`src/rtl/wdk_pkg.sv`:
```
package wdk_pkg;
  typedef enum logic [1:0] {
    ST_IDLE  = 2'd0,  // no expiry since the last accepted write
    ST_WARN  = 2'd1,  // interrupt raised, grace count running
    ST_FIRED = 2'd2   // reset requested, counter halted
  } wdk_stage_e;
endpackage

```
`src/rtl/wdk_keygate.sv`:
```
module wdk_keygate #(
  parameter int CTRL_W = 32,
  parameter int CNT_W  = 8,
  parameter int KEY_W  = 7
) (
  input  logic              clk,
  input  logic              rst,
  input  logic              wr_en,
  input  logic [CTRL_W-1:0] wr_data,
  output logic              accept,
  output logic [CTRL_W-1:0] ctrl_q
);
  localparam int EN_BIT  = CNT_W;
  localparam int KEY_LSB = CNT_W + 1;

  logic key_ok;

  // The new key must be the inverse of the stored key while armed.
  always_comb begin
    key_ok = (wr_data[KEY_LSB +: KEY_W] == ~ctrl_q[KEY_LSB +: KEY_W]);
    accept = wr_en && (!ctrl_q[EN_BIT] || key_ok);
  end

  always_ff @(posedge clk) begin
    if (rst)         ctrl_q <= '0;
    else if (accept) ctrl_q <= wr_data;
  end
endmodule

```
`src/rtl/wdk_counter.sv`:
```
module wdk_counter #(
  parameter int CNT_W = 8,
  parameter int GRACE = 1
) (
  input  logic           clk,
  input  logic           rst,
  input  logic           load,
  input  logic [CNT_W-1:0] load_field,
  input  logic           load_run,
  input  logic           tick_en,
  input  logic           grace_ld,
  input  logic           halt,
  output logic [CNT_W:0] cnt_q,
  output logic           run_q,
  output logic           expire
);
  localparam int CW = CNT_W + 1;
  localparam logic [CW-1:0] GRACE_V = CW'(GRACE);
  localparam logic [CW-1:0] ONE_V   = CW'(1);

  logic [CW-1:0] load_val;

  always_comb begin
    // A zero field selects the full 2**CNT_W span.
    if (load_field == '0) load_val = {1'b1, {CNT_W{1'b0}}};
    else                  load_val = {1'b0, load_field};
    expire = run_q && tick_en && !load && (cnt_q == ONE_V);
  end

  always_ff @(posedge clk) begin
    if (rst) begin
      cnt_q <= '0;
      run_q <= 1'b0;
    end else if (load) begin
      cnt_q <= load_val;
      run_q <= load_run;
    end else if (expire) begin
      if (grace_ld) begin
        cnt_q <= GRACE_V;
      end else if (halt) begin
        cnt_q <= '0;
        run_q <= 1'b0;
      end
    end else if (run_q && tick_en) begin
      cnt_q <= cnt_q - ONE_V;
    end
  end
endmodule

```
`src/rtl/wdk_escalate.sv`:
```
module wdk_escalate
  import wdk_pkg::*;
(
  input  logic clk,
  input  logic rst,
  input  logic clear,
  input  logic expire,
  output logic grace_ld,
  output logic halt,
  output logic nmi_q,
  output logic rst_req_q
);
  wdk_stage_e stage_q;

  always_comb begin
    grace_ld = expire && (stage_q == ST_IDLE);
    halt     = expire && (stage_q != ST_IDLE);
  end

  always_ff @(posedge clk) begin
    if (rst) begin
      stage_q   <= ST_IDLE;
      nmi_q     <= 1'b0;
      rst_req_q <= 1'b0;
    end else begin
      rst_req_q <= 1'b0;
      if (clear) begin
        stage_q <= ST_IDLE;
        nmi_q   <= 1'b0;
      end else if (grace_ld) begin
        stage_q <= ST_WARN;
        nmi_q   <= 1'b1;
      end else if (halt) begin
        stage_q   <= ST_FIRED;
        rst_req_q <= 1'b1;
      end
    end
  end
endmodule

```
`src/rtl/wdk_top.sv`:
```
module wdk_top #(
  parameter int CTRL_W = 32,
  parameter int CNT_W  = 8,
  parameter int KEY_W  = 7,
  parameter int GRACE  = 1
) (
  input  logic                clk,
  input  logic                rst,
  input  logic                tick_en,
  input  logic                wr_en,
  input  logic [CTRL_W-1:0]   wr_data,
  output logic [CNT_W+2:0]    stat_o,
  output logic [CTRL_W-1:0]   ctrl_o,
  output logic                nmi_o,
  output logic                rst_req_o
);
  logic           accept;
  logic           expire;
  logic           grace_ld;
  logic           halt;
  logic           run_q;
  logic [CNT_W:0] cnt_q;

  wdk_keygate #(.CTRL_W(CTRL_W), .CNT_W(CNT_W), .KEY_W(KEY_W)) u_gate (
    .clk     (clk),
    .rst     (rst),
    .wr_en   (wr_en),
    .wr_data (wr_data),
    .accept  (accept),
    .ctrl_q  (ctrl_o)
  );

  wdk_counter #(.CNT_W(CNT_W), .GRACE(GRACE)) u_cnt (
    .clk        (clk),
    .rst        (rst),
    .load       (accept),
    .load_field (wr_data[CNT_W-1:0]),
    .load_run   (wr_data[CNT_W]),
    .tick_en    (tick_en),
    .grace_ld   (grace_ld),
    .halt       (halt),
    .cnt_q      (cnt_q),
    .run_q      (run_q),
    .expire     (expire)
  );

  wdk_escalate u_esc (
    .clk       (clk),
    .rst       (rst),
    .clear     (accept),
    .expire    (expire),
    .grace_ld  (grace_ld),
    .halt      (halt),
    .nmi_q     (nmi_o),
    .rst_req_q (rst_req_o)
  );

  assign stat_o = {nmi_o, run_q, cnt_q};
endmodule

```
`config.mk`:
```
export PLATFORM = sky130hd
export DESIGN_NAME = wdk_top
export DESIGN_NICKNAME = d
export VERILOG_FILES = /design/src/rtl/wdk_pkg.sv /design/src/rtl/wdk_keygate.sv /design/src/rtl/wdk_counter.sv /design/src/rtl/wdk_escalate.sv /design/src/rtl/wdk_top.sv
export SDC_FILE = /design/constraint.sdc
export NUM_CORES = 1
export LEC_CHECK = 0
export ABC_CLOCK_PERIOD_IN_PS = 2570
export BUFFER_PORTS_ARGS = -buffer_cell sky130_fd_sc_hd__buf_2
export CORE_ASPECT_RATIO = 0.7
export CORE_MARGIN = 1.5
export CORE_UTILIZATION = 31
export CTS_CLUSTER_SIZE = 25
export DETAILED_ROUTE_END_ITERATION = 6
export GPL_ROUTABILITY_DRIVEN = 0
export RECOVER_POWER = 50
export SLEW_MARGIN = 20
export SYNTH_ARGS = -nofsm -noshare
export SYNTH_HDL_FRONTEND = slang
export SYNTH_SLANG_ARGS = --single-unit
```
`constraint.sdc`:
```
create_clock -name clk -period 2.57 [get_ports clk]
set_clock_uncertainty 0.15 [all_clocks]
set_input_delay 0.514 -clock clk [delete_from_list [all_inputs] [get_ports clk]]
set_output_delay 0.514 -clock clk [all_outputs]
set_load 0.02 [all_outputs]
```
==> results of run 1 <==
## layout make-up
type,count,share of cell area
Clock buffer,6,0.0328
Clock inverter,2,0.0239
Timing Repair Buffer,88,0.161
Sequential cell,46,0.366
Tap cell,75,0.0373
Inverter,3,0.00447
Multi-Input combinational cell,178,0.375
## state kept, by name, summed over array words and instances (netlist names)
name and flops:
u_cnt.cnt_q 9, u_cnt.run_q 1, u_esc.nmi_q 1, u_esc.rst_req_q 1
u_esc.stage_q 2, u_gate.ctrl_q 32
## metal layers
metal / routed length (um) / global-route usage
met3: 441 / 0.0595
met5: 0 / 0
met4: 57 / 0.0524
met2: 2080 / 0.228
met1: 2650 / 0.222
## worst max-delay path, cell delays in order (launching register included)
cell,delay [ns]
dfxtp_1,0.42
inv_1,0.09
ha_1,0.19
nor4b_1,0.14
buf_4,0.15
and2_1,0.22
nand2b_1,0.18
or4_1,0.47
o211ai_1,0.10
## kinds of logic after synthesis
logic type                 Yosys count
muxes                                1
xor gates and xnor gates             9
DFF                                 46
and+or+nand+nor                    114
AOI/OAI and AO/OA                   52
adders and majority gates            2
buffers and inverters               20
## path summary, 6_finish.rpt
kind / from / to
setup / recovery: u_cnt.cnt_q[1]$_SDFFE_PP0P_ / u_cnt.cnt_q[4]$_SDFFE_PP0P_
hold reg to reg: u_gate.ctrl_q[17]$_SDFFE_PP0N_ / u_gate.ctrl_q[17]$_SDFFE_PP0N_
hold / removal: wr_data[16] / u_gate.ctrl_q[16]$_SDFFE_PP0N_
setup reg to reg: u_cnt.cnt_q[1]$_SDFFE_PP0P_ / u_cnt.cnt_q[4]$_SDFFE_PP0P_
## per-stage QoR
| step | hold WS (ns) | cells | cell area, um^2 | util |
|---|---|---|---|---|
| floorplan | 0.354 | 244 | 1940 | - |
| global placement | 0.290 | 390 | 2430 | 0.412 |
| detailed placement | 0.296 | 390 | 2430 | 0.412 |
| CTS | 0.281 | 398 | 2570 | 0.436 |
| global route | 0.277 | 398 | 2520 | 0.427 |
| finish | 0.292 | 398 | 2520 | 0.427 |
## cell usage in the layout (no fill, tap or decap), types with 2 or more instances in the layout
cell,n
nand2_1,70
dfxtp_1,46
clkbuf_1,45
a21oi_1,37
buf_2,35
nor3_1,11
nor2_1,9
buf_4,8
xnor2_1,7
nor4_1,6
clkbuf_8,6
or4_1,4
inv_1,3
a211oi_1,3
nand3_1,3
o211ai_1,3
xor2_1,2
a311oi_1,2
o21ai_0,2
nand3b_1,2
ha_1,2
bufinv_16,2
## power groups by stage
stage | clock network, mW | logic (mW) | registers, mW
2_1_floorplan | 0 | 0.141 | 0.857
3_3_place_gp | 0 | 0.307 | 0.809
3_5_place_dp | 0 | 0.310 | 0.809
4_1_cts | 0.681 | 0.311 | 0.793
5_1_grt | 0.713 | 0.328 | 0.801
6_report | 0.662 | 0.295 | 0.794
==> results.sh, run 1 <==
export IMPL_status="finished, final reports clean"
export IMPL_r2r_setup_slack_ns=0.39
export IMPL_power_mw=1.75
export IMPL_grt_usage=0.160
export IMPL_synth_nets=282
export IMPL_post_cts_buffers=0
export IMPL_switching_share=0.271
export IMPL_n_antenna_cell=0
export IMPL_synth_compound_area_share=0.158
export IMPL_end_kind="register"
export IMPL_rsz0062_at_grt="false"
export IMPL_power_frac_comb=0.168
export IMPL_synth_cells=244
export IMPL_clock_sinks=46
export IMPL_irDropWorstVdd_mv=0.312
export IMPL_hold_path_depth=3
export IMPL_power_switching_mw=0.476
export IMPL_async_flop_share=0
export IMPL_cts_root_buf="clkbuf_8"
export IMPL_drive_gt1_frac=0.167
export IMPL_fmax_mhz=460
export IMPL_maxCapViolations=0
export IMPL_ctsResizeCount=0
export IMPL_yosys_warnings=0
export IMPL_start_util=0.330
export IMPL_via_per_inst=4.84
export IMPL_drv_slew=0
export IMPL_cts_made_buffers=5
export IMPL_cp_data_arrival_time_ns=2.25
export IMPL_clock_latency_ns=0.30
export IMPL_synth_area_top_cells="dfxtp_1 47%, nand2_1 14%, a21oi_1 9.5%, xnor2_1 3.2%, nor3_1 2.8%"
export IMPL_synth_most_common_cell="nand2_1"
export IMPL_nets=360
export IMPL_yosys_area_share_xor_xnor=0.0405
export IMPL_grt_pass1_vias=1844
export IMPL_worst_endpoint_required_ns=2.64
export IMPL_finalSetupViolations=0
export IMPL_cts_buffer_depth=2
export IMPL_pin_count=81
export IMPL_portBuffers=80
export IMPL_routed_via_count=1925
export IMPL_postSynthAreaPerCell_um2=7.97
export IMPL_dr_pass1_iters=4
export IMPL_setup_slack_ns=0.394
export IMPL_grt_first_pass_wirelength_um=8720
export IMPL_antenna_found_initial=0
export IMPL_final_seq_area_um2=921
export IMPL_post_place_ws_ns=0.336
export IMPL_synth_top_family_by_area="simple AND/OR/NAND/NOR gates"
export IMPL_fin_crit_sh=0.847
export IMPL_synth_cell_type_count=35
export IMPL_p_int_mw=1.28
export IMPL_synth_top_cell_area_share=0.474
export IMPL_routed_wirelength_um=5220
export IMPL_rows=23
export IMPL_die_area_um2=6760
export IMPL_critPathMaxFanout=7
export IMPL_synthTopCellsByCount="70 x nand2_1, 46 x dfxtp_1, 37 x a21oi_1"
export IMPL_dpl_hpwl_um=3700
export IMPL_setup_tns_ns=0
export IMPL_synthSimpleGateAreaFrac=0.264
export IMPL_multi_input_area_um2=945
export IMPL_crit_path_start_kind="register"
export IMPL_drc=0
export IMPL_cts_clk_slew_worst_paths_ns=0.09
export IMPL_clkPwrFrac=0.378
export IMPL_grt_max_degree=51
export IMPL_ant_nets=0
export IMPL_yosysTopAreaCell="dfxtp_1"
export IMPL_synth_seq_cells=46
export IMPL_area_growth_pct=29.5
export IMPL_first_iter_violations=74
export IMPL_yosysSeqAreaShare=0.474
export IMPL_cts_hold_buf=0
export IMPL_htreeDepth=2
export IMPL_cts_tree="done"
export IMPL_maxSlewHeadroom=0.400
export IMPL_synthMuxAreaShare=0.00515
export IMPL_tightestPinTransition_ns=0.899
export IMPL_synth_fa_ha_area_frac=0.0129
export IMPL_reg2regPathDepth=8
export IMPL_synth_edf_count=0
export IMPL_synth_ff_type="dfxtp_1"
export IMPL_overflow=0
export IMPL_die_width_um=97.7
export IMPL_crit_type="reg2reg"
export IMPL_p_leak_nw=0.955
export IMPL_core_area_um2=5900
export IMPL_dieHeight_um=69.3
export IMPL_worstHoldPathType="in2reg"
export IMPL_p_seq_frac=0.453
export IMPL_min_period_ns=2.18
export IMPL_hold_violations=0
export IMPL_nFillCells=608
export IMPL_syn_cell_area_um2=1940
export IMPL_p_per_area_nw_per_um2=696
export IMPL_post_drt_wl_per_cell_um=13.1
No activity file was read; power rests on OpenSTA's default activity.
==> inputs of run 2 (changes only) <==
ABC_AREA = 1   (was unset)
ABC_CLOCK_PERIOD_IN_PS = 2300   (was 2570)
clock period = 2.3 ns   (was 2.57 ns; I/O delays follow)
==> run 2 against run 1 <==
Against the previous run:
- design area up 4.3%
- synthesized cell count up 24%
- sequential share of layout area down 1.5 points
- sequential power up 13%
- wire length up 3.9%
- critical path type unchanged
- total power up 3.1%
- area after synthesis up 11%
- largest power group unchanged
- highest routed layer unchanged
==> results.sh, run 2 <==
export IMPL_first_iter_violations=76
export IMPL_synthMuxAreaShare=0
export IMPL_yosysSeqAreaShare=0.426
export IMPL_antenna_found_initial=0
export IMPL_fin_crit_sh=0.811
export IMPL_final_cell_mix="62 x nor2_1, 60 x nand2_1, 46 x clkbuf_1, 46 x dfxtp_1, 35 x buf_2"
export IMPL_crit_type="reg2reg"
export IMPL_cts_hold_buf=0
export IMPL_p_per_area_nw_per_um2=688
export IMPL_worstHoldPathType="in2reg"
export IMPL_n_antenna_cell=0
export IMPL_drc=0
export IMPL_syn_cell_area_um2=2160
export IMPL_final_cell_area_um2=2630
export IMPL_synth_cells=302
export IMPL_p_leak_nw=1.19
export IMPL_irDropWorstVdd_mv=0.292
export IMPL_rows=25
export IMPL_cts_tree="done"
export IMPL_tightestPinTransition_ns=0.950
export IMPL_utilization=0.389
export IMPL_yosysTopAreaCell="dfxtp_1"
export IMPL_dpl_instance_area_um2=2590
export IMPL_synth_compound_area_share=0.108
export IMPL_start_util=0.320
export IMPL_cts_clk_slew_worst_paths_ns=0.09
export IMPL_status="finished, final reports clean"
export IMPL_synthSimpleGateAreaFrac=0.329
export IMPL_worst_endpoint_required_ns=2.34
export IMPL_post_place_ws_ns=0.225
export IMPL_clock_sinks=46
export IMPL_yosys_warnings=0
export IMPL_routed_wirelength_um=5430
export IMPL_dieHeight_um=72.8
export IMPL_die_area_um2=7480
export IMPL_dr_pass1_iters=4
export IMPL_largest_reg_flops=32
export IMPL_synth_edf_count=0
export IMPL_postSynthAreaPerCell_um2=7.15
export IMPL_synthTopCellsByCount="62 x nor2_1, 60 x nand2_1, 46 x dfxtp_1"
export IMPL_post_drt_wl_per_cell_um=11.5
export IMPL_synth_top_family_by_area="simple AND/OR/NAND/NOR gates"
export IMPL_routed_via_count=2090
export IMPL_crit_path_start_kind="register"
export IMPL_cp_data_arrival_time_ns=1.90
export IMPL_pin_count=81
export IMPL_layout_commonest_cell="nor2_1"
export IMPL_dpl_hpwl_um=3960
export IMPL_reg2regPathDepth=12
export IMPL_synth_seq_cells=46
export IMPL_synth_ff_type="dfxtp_1"
export IMPL_synth_cell_type_count=30
export IMPL_synth_most_common_cell="nor2_1"
export IMPL_clock_latency_ns=0.29
export IMPL_htreeDepth=2
export IMPL_post_cts_buffers=0
export IMPL_cts_buffer_depth=2
export IMPL_hold_path_depth=3
export IMPL_setup_tns_ns=0
export IMPL_rsz0062_at_grt="false"
export IMPL_synth_nets=340
export IMPL_die_width_um=103
export IMPL_via_per_inst=4.43
export IMPL_overflow=0
export IMPL_reg_top3="u_gate.ctrl_q (32), u_cnt.cnt_q (9), u_esc.stage_q (2)"
export IMPL_ctsResizeCount=0
export IMPL_maxSlewHeadroom=0.366
export IMPL_synth_fa_ha_area_frac=0.0116
export IMPL_core_area_um2=6760
export IMPL_grt_max_degree=36
export IMPL_cts_root_buf="clkbuf_8"
export IMPL_critPathMaxFanout=35
export IMPL_drive_gt1_frac=0.156
export IMPL_async_flop_share=0
export IMPL_grt_first_pass_wirelength_um=8910
export IMPL_portBuffers=80
export IMPL_end_kind="register"
export IMPL_cts_made_buffers=5
export IMPL_regMostFlops="u_gate.ctrl_q"
export IMPL_grt_usage=0.152
export IMPL_area_growth_pct=21.6
export IMPL_maxCapViolations=0
export IMPL_yosys_area_share_xor_xnor=0.0243
export IMPL_nets=415
export IMPL_min_period_ns=1.86
export IMPL_drv_slew=0
export IMPL_hold_violations=0
export IMPL_synth_top_cell_area_share=0.426
export IMPL_synth_area_top_cells="dfxtp_1 43%, nor2_1 11%, nand2_1 10%, nand3_1 5.3%, o21ai_0 4.6%"
export IMPL_grt_pass1_vias=1921
export IMPL_ant_nets=0
export IMPL_setup_slack_ns=0.435
export IMPL_finalSetupViolations=0
export IMPL_fmax_mhz=536
run 2: changes by cell type in the layout (fill, tap and decap cells not counted), moves of 11 or more:
cell / change
a21oi_1: -21
nor2_1: +53
o21ai_0: +18
inv_1: +22
nor3_1: -11
nand3_1: +20
run 2: cells by family after synthesis:
kind of cell	after synthesis
adder cells (fa/ha/maj)	2
XOR/XNOR	6
AND/OR/NAND/NOR	160
AO/OA/AOI/OAI	45
buffers and inverters	43
flip-flops	46
run 2: final timing paths:
path | start | endpoint | slack (ns)
min reg2reg | u_gate.ctrl_q[7]$_SDFFE_PP0N_ | u_gate.ctrl_q[7]$_SDFFE_PP0N_ | 0.32
max | u_gate.ctrl_q[13]$_SDFFE_PP0N_ | u_cnt.cnt_q[8]$_SDFFE_PP0P_ | 0.44
max reg2reg | u_gate.ctrl_q[13]$_SDFFE_PP0N_ | u_cnt.cnt_q[8]$_SDFFE_PP0P_ | 0.44
min | wr_data[23] | u_gate.ctrl_q[23]$_SDFFE_PP0N_ | 0.26
run 2: routing by layer:
layer,track usage,vias to the layer above,wire (um)
li1,-,1107,-
met1,0.213,932,2840
met2,0.238,49,2260
met3,0.0421,2,305
met4,0.0270,0,26
met5,0,-,0
run 2: worst max-delay path, stage by stage, from the launching register on:
cell and delay, ns:
dfxtp_1 0.36, inv_1 0.07, nand2_1 0.06, nand2_1 0.05, nand2_1 0.06, nor2_1 0.04, nand2_1 0.06, nand2_1 0.05
nand2_2 0.08, buf_4 0.32, nand2_1 0.17, o21ai_0 0.20, nor2_1 0.07
run 2: layout make-up:
type                    count  area [um^2]
clock buffers               7         86.3
clock inverters             1         5.00
fillers                   745         4130
inverters                  27          101
multi-input cells         213         1020
flip-flops and latches     46          921
well taps                  94          118
repair buffers             84          374
run 2: power breakdown:
group,total (mW),switching [mW],internal [mW],leakage (nW)
Sequential,0.900,0.0464,0.854,0.380
Clock,0.513,0.270,0.243,0.0482
Combinational,0.393,0.260,0.133,0.765
run 2: per-stage QoR:
step	hold slack, ns	instances	power, mW
6_report	0.260	472	1.81
5_1_grt	0.258	472	1.92
4_1_cts	0.253	472	1.84
3_5_place_dp	0.304	464	1.33
3_3_place_gp	0.308	464	1.32
2_1_floorplan	0.302	302	1.20
==> inputs of run 3 (changes only) <==
ABC_AREA = 0   (was 1)
ABC_CLOCK_PERIOD_IN_PS = 1700   (was 2300)
clock period = 1.7 ns   (was 2.3 ns; I/O delays follow)
==> run 3 against run 2 <==
Against the previous run:
- the run now ends with setup timing left
- combinational power grew 100%
- wire length grew 21%
- design area grew 30%
- critical path type unchanged
- largest cell class unchanged
- largest power group unchanged
==> results.sh, run 3 (same netlist as run 1, synthesis figures left out) <==
export IMPL_cts_made_buffers=5
export IMPL_grt_first_pass_wirelength_um=10100
export IMPL_fin_crit_sh=1.12
export IMPL_worstHoldPathType="in2reg"
export IMPL_setup_slack_ns=-0.211
export IMPL_overflow=0
export IMPL_power_switching_mw=0.878
export IMPL_dpl_hpwl_um=4240
export IMPL_status="complete, but fails checks"
export IMPL_nets=415
export IMPL_grt_pass1_vias=2049
export IMPL_first_iter_violations=79
export IMPL_crit_type="reg2reg"
export IMPL_rows=23
export IMPL_p_int_mw=1.84
export IMPL_drc=0
export IMPL_rsz0062_at_grt="true"
export IMPL_timing_rr_start="u_gate.ctrl_q[11]$_SDFFE_PP0N_"
export IMPL_cts_tree="done"
export IMPL_fmax_mhz=523
export IMPL_min_delay_start="wr_data[31]"
export IMPL_routed_via_count=2207
export IMPL_portBuffers=80
export IMPL_switching_share=0.323
export IMPL_tightestPinTransition_ns=0.478
export IMPL_worst_endpoint_required_ns=1.76
export IMPL_post_place_ws_ns=-0.261
export IMPL_cp_data_arrival_time_ns=1.98
export IMPL_post_drt_wl_per_cell_um=14.4
export IMPL_htreeDepth=2
export IMPL_crit_start="u_gate.ctrl_q[11]$_SDFFE_PP0N_"
export IMPL_slowest_delay_ns=0.34
export IMPL_grt_usage=0.185
export IMPL_layout_commonest_cell="nand2_1"
export IMPL_pin_count=81
export IMPL_hold_slack_ns=0.101
export IMPL_crit_buf_inv=4
export IMPL_core_area_um2=5900
export IMPL_clock_latency_ns=0.32
export IMPL_maxSlewHeadroom=0.678
export IMPL_cts_clk_slew_worst_paths_ns=0.10
export IMPL_antenna_found_initial=0
export IMPL_n_antenna_cell=0
export IMPL_cts_root_buf="clkbuf_8"
export IMPL_ant_nets=0
export IMPL_clock_sinks=46
export IMPL_regMostFlops="u_gate.ctrl_q"
export IMPL_drive_gt1_frac=0.503
export IMPL_hold_violations=0
export IMPL_cpMaxStageDelayCell="dfxtp_2"
export IMPL_critPathTopFamily="buffers and inverters"
export IMPL_clkPwrFrac=0.269
export IMPL_cts_buffer_depth=2
export IMPL_critPathMaxFanout=5
export IMPL_routed_wirelength_um=6540
export IMPL_largest_reg_flops=32
export IMPL_min_period_ns=1.91
export IMPL_die_area_um2=6760
export IMPL_reg_top3="u_gate.ctrl_q (32), u_cnt.cnt_q (9), u_esc.stage_q (2)"
export IMPL_final_cell_mix="61 x nand2_1, 59 x buf_2, 46 x buf_4"
export IMPL_crit_chain="xnor2_1, nor4_2, buf_4, a41oi_4, buf_12, buf_4, buf_12, o211ai_1, a21oi_2"
export IMPL_grt_max_degree=17
export IMPL_dr_pass1_iters=4
export IMPL_end_kind="register"
export IMPL_p_per_area_nw_per_um2=795
export IMPL_start_util=0.330
export IMPL_die_width_um=97.7
export IMPL_dieHeight_um=69.3
export IMPL_irDropWorstVdd_mv=0.481
export IMPL_crit_path_start_kind="register"
export IMPL_via_per_inst=4.87
export IMPL_p_seq_frac=0.440
export IMPL_area_growth_pct=75.7
export IMPL_p_leak_nw=1.44
export IMPL_drv_slew=0
export IMPL_failed_checks="setup timing"
export IMPL_cts_hold_buf=0
export IMPL_power_frac_comb=0.292
export IMPL_maxCapViolations=0
export IMPL_finalSetupViolations=46
[run 3: power by group through the flow]
stage | Combinational [mW] | Clock [mW] | Sequential (mW)
global route | 0.852 | 0.802 | 1.21
finish | 0.792 | 0.730 | 1.19
detailed placement | 0.597 | 0 | 1.21
CTS | 0.712 | 0.746 | 1.19
global placement | 0.592 | 0 | 1.21
floorplan | 0.228 | 0 | 1.30
[run 3: worst min-delay path: cells and delay by family]
kind | cells | cell delay, ns
buf+inv | 1 | 0.10
simple gates | 1 | 0.05
compound gates | 1 | 0.05
[run 3: layer usage]
| metal | vias to the layer above | global-route usage | part of all wire |
|---|---|---|---|
| met5 | - | 0 | 0 |
| met1 | 1024 | 0.247 | 0.46 |
| met3 | 7 | 0.0454 | 0.067 |
| met4 | 0 | 0.0540 | 0.0095 |
| met2 | 75 | 0.296 | 0.46 |
| li1 | 1101 | - | - |
[run 3: cell type report]
| class | count | area [um^2] |
|---|---|---|
| clock inverter | 3 | 23.8 |
| fill | 575 | 2480 |
| sequential | 46 | 936 |
| timing repair buffer | 143 | 1050 |
| clock buffer | 5 | 68.8 |
| multi-input combinational | 178 | 1220 |
| tap | 75 | 93.8 |
| inverter | 3 | 13.8 |
[run 3: path summary, 6_finish.rpt]
check / endpoint / slack, ns / depth (start not counted)
worst max-delay path: u_cnt.run_q$_SDFFE_PP0P_ / -0.21 / 9
worst min-delay path: u_gate.ctrl_q[31]$_SDFFE_PP0N_ / 0.10 / 3
worst max register to register: u_cnt.run_q$_SDFFE_PP0P_ / -0.21 / 9
worst min register to register: u_gate.ctrl_q[16]$_SDFFE_PP0N_ / 0.31 / 2
[run 3: through the flow]
stage / util / std cells / TNS [ns] / area [um^2] / total power [mW]
final: 0.579 / 453 / -6.37 / 3420 / 2.72
after floorplan: - / 244 / -0.745 / 2000 / 1.53
after global routing: 0.579 / 453 / -10.18 / 3420 / 2.86
after detailed placement: 0.469 / 425 / -8.81 / 2770 / 1.81
after CTS: 0.538 / 440 / -3.94 / 3180 / 2.65
after global placement: 0.469 / 425 / -7.92 / 2770 / 1.80
[run 3: repair_timing]
item                                    CTS  global route
setup buffers                             4            11
endpoints found under the setup margin   44            46
gates resized for setup                  35            36
pin swaps                                16            14
cloned                                    3             3
